===== src/rtl/shadow_bank_pkg.sv =====
package shadow_bank_pkg;
  // global registers live on page 0
  localparam logic [2:0] REG_CTRL = 3'd0;
  localparam logic [2:0] REG_PROT = 3'd1;
  localparam int CTRL_RST_BIT = 0;
  localparam int CTRL_REQ_BIT = 1;
  localparam int MODE_EN_BIT  = 4;
  localparam int PAGE_SHIFT   = 3;

  // per-window register offsets inside a page
  typedef enum logic [2:0] {
    OFF_BASE  = 3'd0,
    OFF_WHOLE = 3'd1,
    OFF_OFFS  = 3'd2,
    OFF_POS   = 3'd3,
    OFF_EXT   = 3'd4,
    OFF_MODE  = 3'd5,
    OFF_KEY   = 3'd6
  } win_off_e;
endpackage


===== src/rtl/shadow_bank_ctrl.sv =====
module shadow_bank_ctrl
  import shadow_bank_pkg::*;
#(
  parameter int NUM_WIN = 2,
  parameter int DATA_W  = 32,
  localparam int CTRL_W = (NUM_WIN > 2) ? NUM_WIN : 2
) (
  input  logic               clk_i,
  input  logic               rst_ni,
  input  logic               wr_i,
  input  logic [2:0]         wr_off_i,
  input  logic [CTRL_W-1:0]  wr_bits_i,
  input  logic               vsync_i,
  input  logic [2:0]         rd_off_i,
  output logic [DATA_W-1:0]  rd_data_o,
  output logic               clr_o,
  output logic [NUM_WIN-1:0] load_o,
  output logic               pending_o,
  output logic [NUM_WIN-1:0] protect_o
);
  logic req_set;
  logic xfer_any;

  assign clr_o    = wr_i && (wr_off_i == REG_CTRL) && wr_bits_i[CTRL_RST_BIT];
  assign req_set  = wr_i && (wr_off_i == REG_CTRL) && wr_bits_i[CTRL_REQ_BIT] && !clr_o;
  assign load_o   = {NUM_WIN{vsync_i && pending_o}} & ~protect_o;
  assign xfer_any = |load_o;

  always_ff @(posedge clk_i or negedge rst_ni) begin
    if (!rst_ni) begin
      pending_o <= 1'b0;
      protect_o <= '0;
    end else if (clr_o) begin
      pending_o <= 1'b0;
      protect_o <= '0;
    end else begin
      pending_o <= (pending_o && !xfer_any) || req_set;
      if (wr_i && (wr_off_i == REG_PROT)) protect_o <= wr_bits_i[NUM_WIN-1:0];
    end
  end

  always_comb begin
    rd_data_o = '0;
    if (rd_off_i == REG_CTRL)      rd_data_o[CTRL_REQ_BIT] = pending_o;
    else if (rd_off_i == REG_PROT) rd_data_o[NUM_WIN-1:0]  = protect_o;
  end
endmodule


===== src/rtl/shadow_win_slot.sv =====
module shadow_win_slot
  import shadow_bank_pkg::*;
#(
  parameter int DATA_W  = 32,
  parameter int COORD_W = 16,
  parameter int FMT_W   = 4,
  parameter bit HAS_KEY = 1'b1,
  localparam int HALF   = DATA_W / 2
) (
  input  logic               clk_i,
  input  logic               rst_ni,
  input  logic               clr_i,
  input  logic               wr_i,
  input  logic [2:0]         wr_off_i,
  input  logic [DATA_W-1:0]  wr_data_i,
  input  logic               load_i,
  input  logic [2:0]         rd_off_i,
  output logic [DATA_W-1:0]  rd_data_o,
  output logic [DATA_W-1:0]  act_base_o,
  output logic [COORD_W-1:0] act_whole_w_o,
  output logic [COORD_W-1:0] act_whole_h_o,
  output logic [COORD_W-1:0] act_off_x_o,
  output logic [COORD_W-1:0] act_off_y_o,
  output logic [COORD_W-1:0] act_pos_x_o,
  output logic [COORD_W-1:0] act_pos_y_o,
  output logic [COORD_W-1:0] act_br_x_o,
  output logic [COORD_W-1:0] act_br_y_o,
  output logic [FMT_W-1:0]   act_fmt_o,
  output logic               act_en_o,
  output logic [DATA_W-1:0]  act_key_o
);
  typedef struct packed {
    logic [DATA_W-1:0]  base;
    logic [COORD_W-1:0] ww, wh, ox, oy, px, py, bx, by;
    logic [FMT_W-1:0]   fmt;
    logic               en;
  } cfg_t;

  cfg_t sh_q, act_q;
  logic [DATA_W-1:0] sh_key;

  // inclusive far corner; a zero sum stays at zero
  function automatic logic [COORD_W-1:0] corner(input logic [COORD_W-1:0] start,
                                                input logic [COORD_W-1:0] size);
    logic [COORD_W:0] sum, less1;
    sum   = {1'b0, start} + {1'b0, size};
    less1 = sum - 1'b1;
    return (sum == '0) ? '0 : less1[COORD_W-1:0];
  endfunction

  function automatic logic [DATA_W-1:0] pack2(input logic [COORD_W-1:0] lo,
                                              input logic [COORD_W-1:0] hi);
    logic [DATA_W-1:0] r;
    r = '0;
    r[0 +: COORD_W]    = lo;
    r[HALF +: COORD_W] = hi;
    return r;
  endfunction

  always_ff @(posedge clk_i or negedge rst_ni) begin
    if (!rst_ni) begin
      sh_q <= '0;
    end else if (clr_i) begin
      sh_q <= '0;
    end else if (wr_i) begin
      case (win_off_e'(wr_off_i))
        OFF_BASE:  sh_q.base <= wr_data_i;
        OFF_WHOLE: begin sh_q.ww <= wr_data_i[0 +: COORD_W]; sh_q.wh <= wr_data_i[HALF +: COORD_W]; end
        OFF_OFFS:  begin sh_q.ox <= wr_data_i[0 +: COORD_W]; sh_q.oy <= wr_data_i[HALF +: COORD_W]; end
        OFF_POS:   begin sh_q.px <= wr_data_i[0 +: COORD_W]; sh_q.py <= wr_data_i[HALF +: COORD_W]; end
        OFF_EXT: begin
          sh_q.bx <= corner(sh_q.px, wr_data_i[0 +: COORD_W]);
          sh_q.by <= corner(sh_q.py, wr_data_i[HALF +: COORD_W]);
        end
        OFF_MODE: begin
          sh_q.fmt <= wr_data_i[FMT_W-1:0];
          sh_q.en  <= wr_data_i[MODE_EN_BIT];
        end
        default: ;
      endcase
    end
  end

  always_ff @(posedge clk_i or negedge rst_ni) begin
    if (!rst_ni)      act_q <= '0;
    else if (clr_i)   act_q <= '0;
    else if (load_i)  act_q <= sh_q;
  end

  generate
    if (HAS_KEY) begin : g_key
      logic [DATA_W-1:0] key_q, key_act_q;
      always_ff @(posedge clk_i or negedge rst_ni) begin
        if (!rst_ni) begin
          key_q     <= '0;
          key_act_q <= '0;
        end else if (clr_i) begin
          key_q     <= '0;
          key_act_q <= '0;
        end else begin
          if (wr_i && (win_off_e'(wr_off_i) == OFF_KEY)) key_q <= wr_data_i;
          if (load_i) key_act_q <= key_q;
        end
      end
      assign sh_key    = key_q;
      assign act_key_o = key_act_q;
    end else begin : g_nokey
      assign sh_key    = '0;
      assign act_key_o = '0;
    end
  endgenerate

  always_comb begin
    case (win_off_e'(rd_off_i))
      OFF_BASE:  rd_data_o = sh_q.base;
      OFF_WHOLE: rd_data_o = pack2(sh_q.ww, sh_q.wh);
      OFF_OFFS:  rd_data_o = pack2(sh_q.ox, sh_q.oy);
      OFF_POS:   rd_data_o = pack2(sh_q.px, sh_q.py);
      OFF_EXT:   rd_data_o = pack2(sh_q.bx, sh_q.by);
      OFF_MODE: begin
        rd_data_o = '0;
        rd_data_o[FMT_W-1:0]  = sh_q.fmt;
        rd_data_o[MODE_EN_BIT] = sh_q.en;
      end
      OFF_KEY:   rd_data_o = sh_key;
      default:   rd_data_o = '0;
    endcase
  end

  assign act_base_o    = act_q.base;
  assign act_whole_w_o = act_q.ww;
  assign act_whole_h_o = act_q.wh;
  assign act_off_x_o   = act_q.ox;
  assign act_off_y_o   = act_q.oy;
  assign act_pos_x_o   = act_q.px;
  assign act_pos_y_o   = act_q.py;
  assign act_br_x_o    = act_q.bx;
  assign act_br_y_o    = act_q.by;
  assign act_fmt_o     = act_q.fmt;
  assign act_en_o      = act_q.en;
endmodule


===== src/rtl/vsync_shadow_bank.sv =====
module vsync_shadow_bank
  import shadow_bank_pkg::*;
#(
  parameter int NUM_WIN = 2,
  parameter int ADDR_W  = 6,
  parameter int DATA_W  = 32,
  parameter int COORD_W = 16,
  parameter int FMT_W   = 4
) (
  input  logic                            clk_i,
  input  logic                            rst_ni,
  input  logic                            wr_en_i,
  input  logic [ADDR_W-1:0]               wr_addr_i,
  input  logic [DATA_W-1:0]               wr_data_i,
  input  logic [ADDR_W-1:0]               rd_addr_i,
  output logic [DATA_W-1:0]               rd_data_o,
  input  logic                            vsync_i,
  output logic [NUM_WIN-1:0][DATA_W-1:0]  act_base_o,
  output logic [NUM_WIN-1:0][COORD_W-1:0] act_whole_w_o,
  output logic [NUM_WIN-1:0][COORD_W-1:0] act_whole_h_o,
  output logic [NUM_WIN-1:0][COORD_W-1:0] act_off_x_o,
  output logic [NUM_WIN-1:0][COORD_W-1:0] act_off_y_o,
  output logic [NUM_WIN-1:0][COORD_W-1:0] act_pos_x_o,
  output logic [NUM_WIN-1:0][COORD_W-1:0] act_pos_y_o,
  output logic [NUM_WIN-1:0][COORD_W-1:0] act_br_x_o,
  output logic [NUM_WIN-1:0][COORD_W-1:0] act_br_y_o,
  output logic [NUM_WIN-1:0][FMT_W-1:0]   act_fmt_o,
  output logic [NUM_WIN-1:0]              act_en_o,
  output logic [NUM_WIN-1:0][DATA_W-1:0]  act_key_o
);
  localparam int PAGE_W = ADDR_W - PAGE_SHIFT;
  localparam int CTRL_W = (NUM_WIN > 2) ? NUM_WIN : 2;

  logic [PAGE_W-1:0]  wr_page, rd_page;
  logic               swrst_w;
  logic [NUM_WIN-1:0] load_w;
  logic               pending_w;
  logic [NUM_WIN-1:0] protect_w;
  logic [DATA_W-1:0]  glob_rd;
  logic [DATA_W-1:0]  slot_rd [NUM_WIN];

  assign wr_page = wr_addr_i[ADDR_W-1:PAGE_SHIFT];
  assign rd_page = rd_addr_i[ADDR_W-1:PAGE_SHIFT];

  shadow_bank_ctrl #(.NUM_WIN(NUM_WIN), .DATA_W(DATA_W)) u_ctrl (
    .clk_i     (clk_i),
    .rst_ni    (rst_ni),
    .wr_i      (wr_en_i && (wr_page == '0)),
    .wr_off_i  (wr_addr_i[PAGE_SHIFT-1:0]),
    .wr_bits_i (wr_data_i[CTRL_W-1:0]),
    .vsync_i   (vsync_i),
    .rd_off_i  (rd_addr_i[PAGE_SHIFT-1:0]),
    .rd_data_o (glob_rd),
    .clr_o     (swrst_w),
    .load_o    (load_w),
    .pending_o (pending_w),
    .protect_o (protect_w)
  );

  for (genvar w = 0; w < NUM_WIN; w++) begin : g_win
    shadow_win_slot #(
      .DATA_W(DATA_W), .COORD_W(COORD_W), .FMT_W(FMT_W), .HAS_KEY(w != 0)
    ) u_slot (
      .clk_i         (clk_i),
      .rst_ni        (rst_ni),
      .clr_i         (swrst_w),
      .wr_i          (wr_en_i && (wr_page == PAGE_W'(w + 1))),
      .wr_off_i      (wr_addr_i[PAGE_SHIFT-1:0]),
      .wr_data_i     (wr_data_i),
      .load_i        (load_w[w]),
      .rd_off_i      (rd_addr_i[PAGE_SHIFT-1:0]),
      .rd_data_o     (slot_rd[w]),
      .act_base_o    (act_base_o[w]),
      .act_whole_w_o (act_whole_w_o[w]),
      .act_whole_h_o (act_whole_h_o[w]),
      .act_off_x_o   (act_off_x_o[w]),
      .act_off_y_o   (act_off_y_o[w]),
      .act_pos_x_o   (act_pos_x_o[w]),
      .act_pos_y_o   (act_pos_y_o[w]),
      .act_br_x_o    (act_br_x_o[w]),
      .act_br_y_o    (act_br_y_o[w]),
      .act_fmt_o     (act_fmt_o[w]),
      .act_en_o      (act_en_o[w]),
      .act_key_o     (act_key_o[w])
    );
  end

  always_comb begin
    rd_data_o = '0;
    if (rd_page == '0) rd_data_o = glob_rd;
    for (int w = 0; w < NUM_WIN; w++) begin
      if (rd_page == PAGE_W'(w + 1)) rd_data_o = slot_rd[w];
    end
  end
endmodule


===== config.mk =====
export PLATFORM = sky130hd
export DESIGN_NAME = vsync_shadow_bank
export DESIGN_NICKNAME = d
export VERILOG_FILES = /design/src/rtl/shadow_bank_pkg.sv /design/src/rtl/shadow_bank_ctrl.sv /design/src/rtl/shadow_win_slot.sv /design/src/rtl/vsync_shadow_bank.sv
export SDC_FILE = /design/constraint.sdc
export NUM_CORES = 2
export LEC_CHECK = 0
export ABC_AREA = 1
export BUFFER_PORTS_ARGS = -buffer_cell sky130_fd_sc_hd__buf_2
export CAP_MARGIN = 20
export CORE_ASPECT_RATIO = 1.2
export CORE_MARGIN = 1
export CORE_UTILIZATION = 30
export CTS_CLUSTER_DIAMETER = 200
export DETAILED_ROUTE_END_ITERATION = 8
export PLACE_DENSITY = 0.55
export SLEW_MARGIN = 40
export SYNTH_ARGS = -nofsm -noshare
export SYNTH_HDL_FRONTEND = slang
export SYNTH_SLANG_ARGS = --single-unit

===== constraint.sdc =====
create_clock -name clk_i -period 2.7 [get_ports clk_i]
set_input_delay 0.27 -clock clk_i [delete_from_list [all_inputs] [get_ports clk_i]]
set_output_delay 0.27 -clock clk_i [all_outputs]
set_load 0.1 [all_outputs]

* Yosys cells after proc, flatten, opt, wreduce, memory -nomap -nowiden *
Cells that the tools add are included.

cells by class
  add/subtract/negate cells = 8
  equal/unequal tests = 16
  muxes and demuxes = 34
  bitwise logic cells = 2
  reductions and logical operators = 47

operator list
  kind                     count
  $mux W165                8
  $mux W32                 12
  $pmux W32 S7             1
  $pmux W32 S6             1
  $add A16 B16 Y17         4
  $logic_not A17 Y1        4
  $mux W16                 4
  $sub A16 B1 Y16 const B  4
  $reduce_and A2 Y1        12
  $reduce_bool A2 Y1       12
  $eq A3 B2 Y1 const B     6
  $eq A3 B3 Y1 const B     6
  $eq A3 B1 Y1 const B     4
  $logic_not A3 Y1         4
  $logic_and A1 B1 Y1      11
  $mux W2                  4
  $mux W5                  1
  $mux W1                  3
  $and A2 B2 Y2            1
  $logic_not A1 Y1         2
  $not A2 Y2               1
  $reduce_or A2 Y1         1
  $logic_or A1 B1 Y1       1

word-level totals
  bits in registers = 727
  logic and storage cells = 155

* Longest topological paths before layout *
  word-level depth = 8
  mapped depth = 19
  gate-level depth less buffers = 18

* By module *
Synthesis repeated with hierarchy kept, for this count alone.

unflattened totals
  cells, all modules = 4,578
  area total of the unflattened synthesis = 37,841.3 sq um

modules (own cells, without submodules)
  module                              instances  cells an instance  area each (sq um)  seq. area each (sq um)
  shadow_win_slot at g_win[1].u_slot  1          2,297              19,483.7           9,859.5
  shadow_win_slot at g_win[0].u_slot  1          2,056              17,011.3           8,257.9
  vsync_shadow_bank                   1          159                874.6              0.0
  shadow_bank_ctrl                    1          66                 471.7              75.1

* Worst setup path before layout *
No wires, ideal clock.

  path type = input to output
  from = input rd_addr_i[0]
  to = output rd_data_o[3]
  data arrival time = 3.490 ns
  setup slack = -1.060 ns
  stages on the path = 10
  path buffers = 3
  cells stage by stage = buf_2 inv_1 nand2_1 inv_1 buf_2 buf_1 a21oi_1 nand3_1 a21oi_1 o21ai_0

between the ends
  longest elaborated chain between the ends = 4
  elaborated cells between the ends (all ways) = 11
  those cells by class = eq/ne: 6; mux: 4; reduce/logical: 1

ends and longest elaborated chain
  element                                     RTL line                 text
  from (decl)                                 vsync_shadow_bank.sv:15  input logic [ADDR_W-1:0] rd_addr_i,
  $eq A3 B3 Y1, or another cell as far along  shadow_win_slot.sv:114   case (win_off_e'(rd_off_i))
  $pmux W32 S6                                shadow_win_slot.sv:114
  $mux W32                                    vsync_shadow_bank.sv:92  if (rd_page == PAGE_W'(w + 1)) rd_data_o = slot_rd[w];
  $mux W32 (*)                                vsync_shadow_bank.sv:92
  to (decl)                                   vsync_shadow_bank.sv:16  output logic [DATA_W-1:0] rd_data_o,

Mark *: on every way between the ends. The rest lies on a longest branch, timed or not.

* Worst setup path in the final report *
  from = register g_win[0].u_slot.sh_q[49] (netlist bit)
  to = output rd_data_o[28]

between the ends
  longest elaborated chain between the ends = 3

ends and longest elaborated chain
  element                 RTL line                 text
  from (decl)             shadow_win_slot.sv:39    cfg_t sh_q, act_q;
  $pmux W32 S6            shadow_win_slot.sv:114
  $mux W32 (2 in series)  vsync_shadow_bank.sv:92

No other way between the ends.

==> impl_metrics.py <==
metrics = {
    "global_route": {
        "antenna_found_initial": 17,
        "grt_max_degree": 171,
        "grt_usage": 0.258,
        "first_global_vias": 32643,
        "grt_pass1_wl_mm": 231,
        "overflow": 0,
    },
    "status": {
        "status": "finished with violations",
        "failed_checks": "negative setup slack",
    },
    "place": {
        "place_congestion": 0.987,
        "numPortBuffers": 441,
        "dpl_cell_area_um2": 42200,
        "place_hpwl_mm": 125,
    },
    "synthesis": {
        "synth_seq_cells": 727,
        "synth_enable_flop_cells": 0,
        "yosysUniqueCellTypes": 49,
        "ys.flop_type": "dfrtp_1",
        "synth_area_um2": 36200,
        "synth_cells": 4547,
        "async_reset_ff_frac": 1.00,
        "yosysWarningCount": 0,
        "syn_avg_cell_area_um2": 7.97,
        "synth-seq-area-share": 0.502,
    },
    "worst_setup_path": {
        "cp.arrival_ns": 2.46,
        "endpoint_kind": "output port",
        "cp-startpoint": "g_win[0].u_slot.sh_q[49]",
        "r2r_setup_slack_ns": 0.12,
        "crit_fanout": 3,
        "setup.worst_path.start_class": "register",
        "r2r_cells": 15,
        "critPathKind": "reg2out",
        "r2r_end": "g_win[1].u_slot.sh_q[22]",
        "reg2reg_from": "g_win[1].u_slot.sh_q[53]",
        "crit_required_ns": 2.43,
    },
    "layout": {
        "regMostFlops": "g_win.u_slot.sh_q",
        "area_growth_pct": 25.4,
        "drive_gt1_frac": 0.203,
        "fin_nets": 5176,
        "largest_reg_flops": 330,
        "most-common-layout-cells": "nand2_1, dfrtp_1, nand3_1, buf_2, o21ai_0",
        "fin_area_um2": 45400,
        "final_common_cell": "nand2_1",
    },
    "pwr": {
        "power.leakage_uw": 0.0231,
        "irDropWorstVdd_mv": 1.03,
        "cellPowerDensity_nw_per_um2": 1100,
    },
    "job": {
        "maxCapViolCount": 0,
    },
    "timing": {
        "setup_slack_ns": -0.0316,
        "post-route-period-util": 1.01,
        "finalMaxSlewViolations": 0,
        "setup_viol": 1,
        "fmax_mhz": 366,
        "fin_skew_ns": 0.0180,
        "slew_headroom": 0.510,
        "grt_setup_unrepaired": "yes",
        "hold_viol_final": 0,
        "worst_slew_pin_slew_ns": 0.734,
        "period_needed_ns": 2.73,
        "fin_setup_tns_ns": -0.0316,
    },
    "route": {
        "vias": 34371,
        "drc_errors": 0,
        "drt_wl_total_mm": 160,
        "firstDrtPassIters": 6,
        "drt_iter0_markers": 3687,
        "wl_per_cell_um": 24.1,
        "ant_nets": 0,
        "via_per_inst": 5.15,
    },
    "min_path": {
        "min_path_type": "in2reg",
        "hold_end": "u_ctrl.pending_o",
        "min-delay-start": "wr_data_i[1]",
        "whs_path_depth": 3,
    },
    "clocking": {
        "cts_tree": "built",
        "cts_buffers": 78,
        "cts_sinks": 727,
        "clockBufferDepth": 3,
        "cts.htree.levels": 3,
        "clkTransAtPathRegs_ns": 0.06,
        "cts_root_buffer": "clkbuf_16",
        "clk-insertion-delay-late_ns": 0.67,
    },
    "floorplan": {
        "die_x_um": 319,
        "initial_utilization": 0.303,
        "row_count": 139,
        "ios": 474,
        "core_area_um2": 120000,
        "fp.dieArea_um2": 122000,
        "dieHeight_um": 383,
    },
}
worst max-delay path: stages (launching register included):
cell,delay [ns]
dfrtp_1,0.40
inv_1,0.27
o211ai_1,0.20
a221oi_1,0.44
o22ai_2,0.23
buf_12,0.23
logic make-up (layout without fill, tap and decap cells):
group,after synthesis,after routing,share of synthesized area
flops,727,727,0.502
other cells,1,35,0.000103
compound gates,747,747,0.119
xor+xnor,41,41,0.0101
buf+inv,578,1117,0.0679
fa+ha+maj,72,72,0.0257
simple gates,2381,2381,0.275
per-stage QoR:
stage | util | std cells | setup slack, ns | hold slack [ns] | total power [uW]
2_1_floorplan | - | 4578 | -0.304 | -0.0256 | 32800
3_3_place_gp | 0.352 | 6509 | -0.0903 | 0.313 | 38700
3_5_place_dp | 0.352 | 6510 | 0.00307 | 0.322 | 38800
4_1_cts | 0.376 | 6655 | 0.00960 | 0.00582 | 50000
5_1_grt | 0.380 | 6668 | -0.0348 | 0.0233 | 52000
6_report | 0.380 | 6671 | -0.0316 | 0.0438 | 50000
synthesized netlist by cell type, types with 16 or more instances:
library cell	count	area (um2)
a211oi_1	21	158
a21oi_1	228	1140
a221oi_1	40	350
a22o_1	16	140
buf_1	25	93.8
buf_2	64	320
buf_4	46	345
clkbuf_1	146	548
dfrtp_1	727	18200
ha_1	68	851
inv_1	279	1050
nand2_1	1704	6400
nand2_2	27	169
nand3_1	450	2250
nand4_1	20	125
nor2_1	99	372
nor2_2	18	113
o21ai_0	319	1600
o221ai_1	17	149
o22ai_1	27	169
o31ai_1	44	330
xor2_1	28	245
metal layers:
metal / vias up / track usage / wire (um)
li1: 15908 / - / -
met1: 16707 / 0.342 / 66800
met2: 1436 / 0.396 / 71000
met3: 296 / 0.0604 / 14000
met4: 24 / 0.124 / 8410
met5: - / 0 / 159
cell type report:
class / instances / area (um2)
Fill cell: 12321 / 74200
Sequential cell: 727 / 18200
Multi-Input combinational cell: 3273 / 16500
Timing Repair Buffer: 684 / 5130
Clock buffer: 112 / 2260
Tap cell: 1551 / 1940
Inverter: 292 / 1110
Clock inverter: 29 / 314
Antenna cell: 3 / 7.51
timing repair:
action | in CTS | in global routing
endpoints found under the setup margin | 25 | 70
setup buffers | 3 | 12
hold buffers | 1 | 0
hold endpoints to repair | 37 | 0
pin swaps | 3 | 22
gates resized for setup | 43 | 73
report_power, final:
group          switching (uW)  internal [uW]  total, uW
clock network            4690           6330      11000
registers                2590          13500      16100
logic                   18600           4270      22900
total                   25900          24100      50000
how the worst max path moves through the flow:
stage                               endpoint  slack [ns]  depth (start not counted)
floorplan                       rd_data_o[3]       -0.30                         10
global placement                rd_data_o[0]       -0.09                         11
detailed placement  g_win[1].u_slot.sh_q[10]       0.003                         16
CTS                            rd_data_o[28]        0.01                          5
global route        g_win[1].u_slot.sh_q[22]       -0.03                         15
finish                         rd_data_o[28]       -0.03                          5
Power figures use the tool's default switching activity.
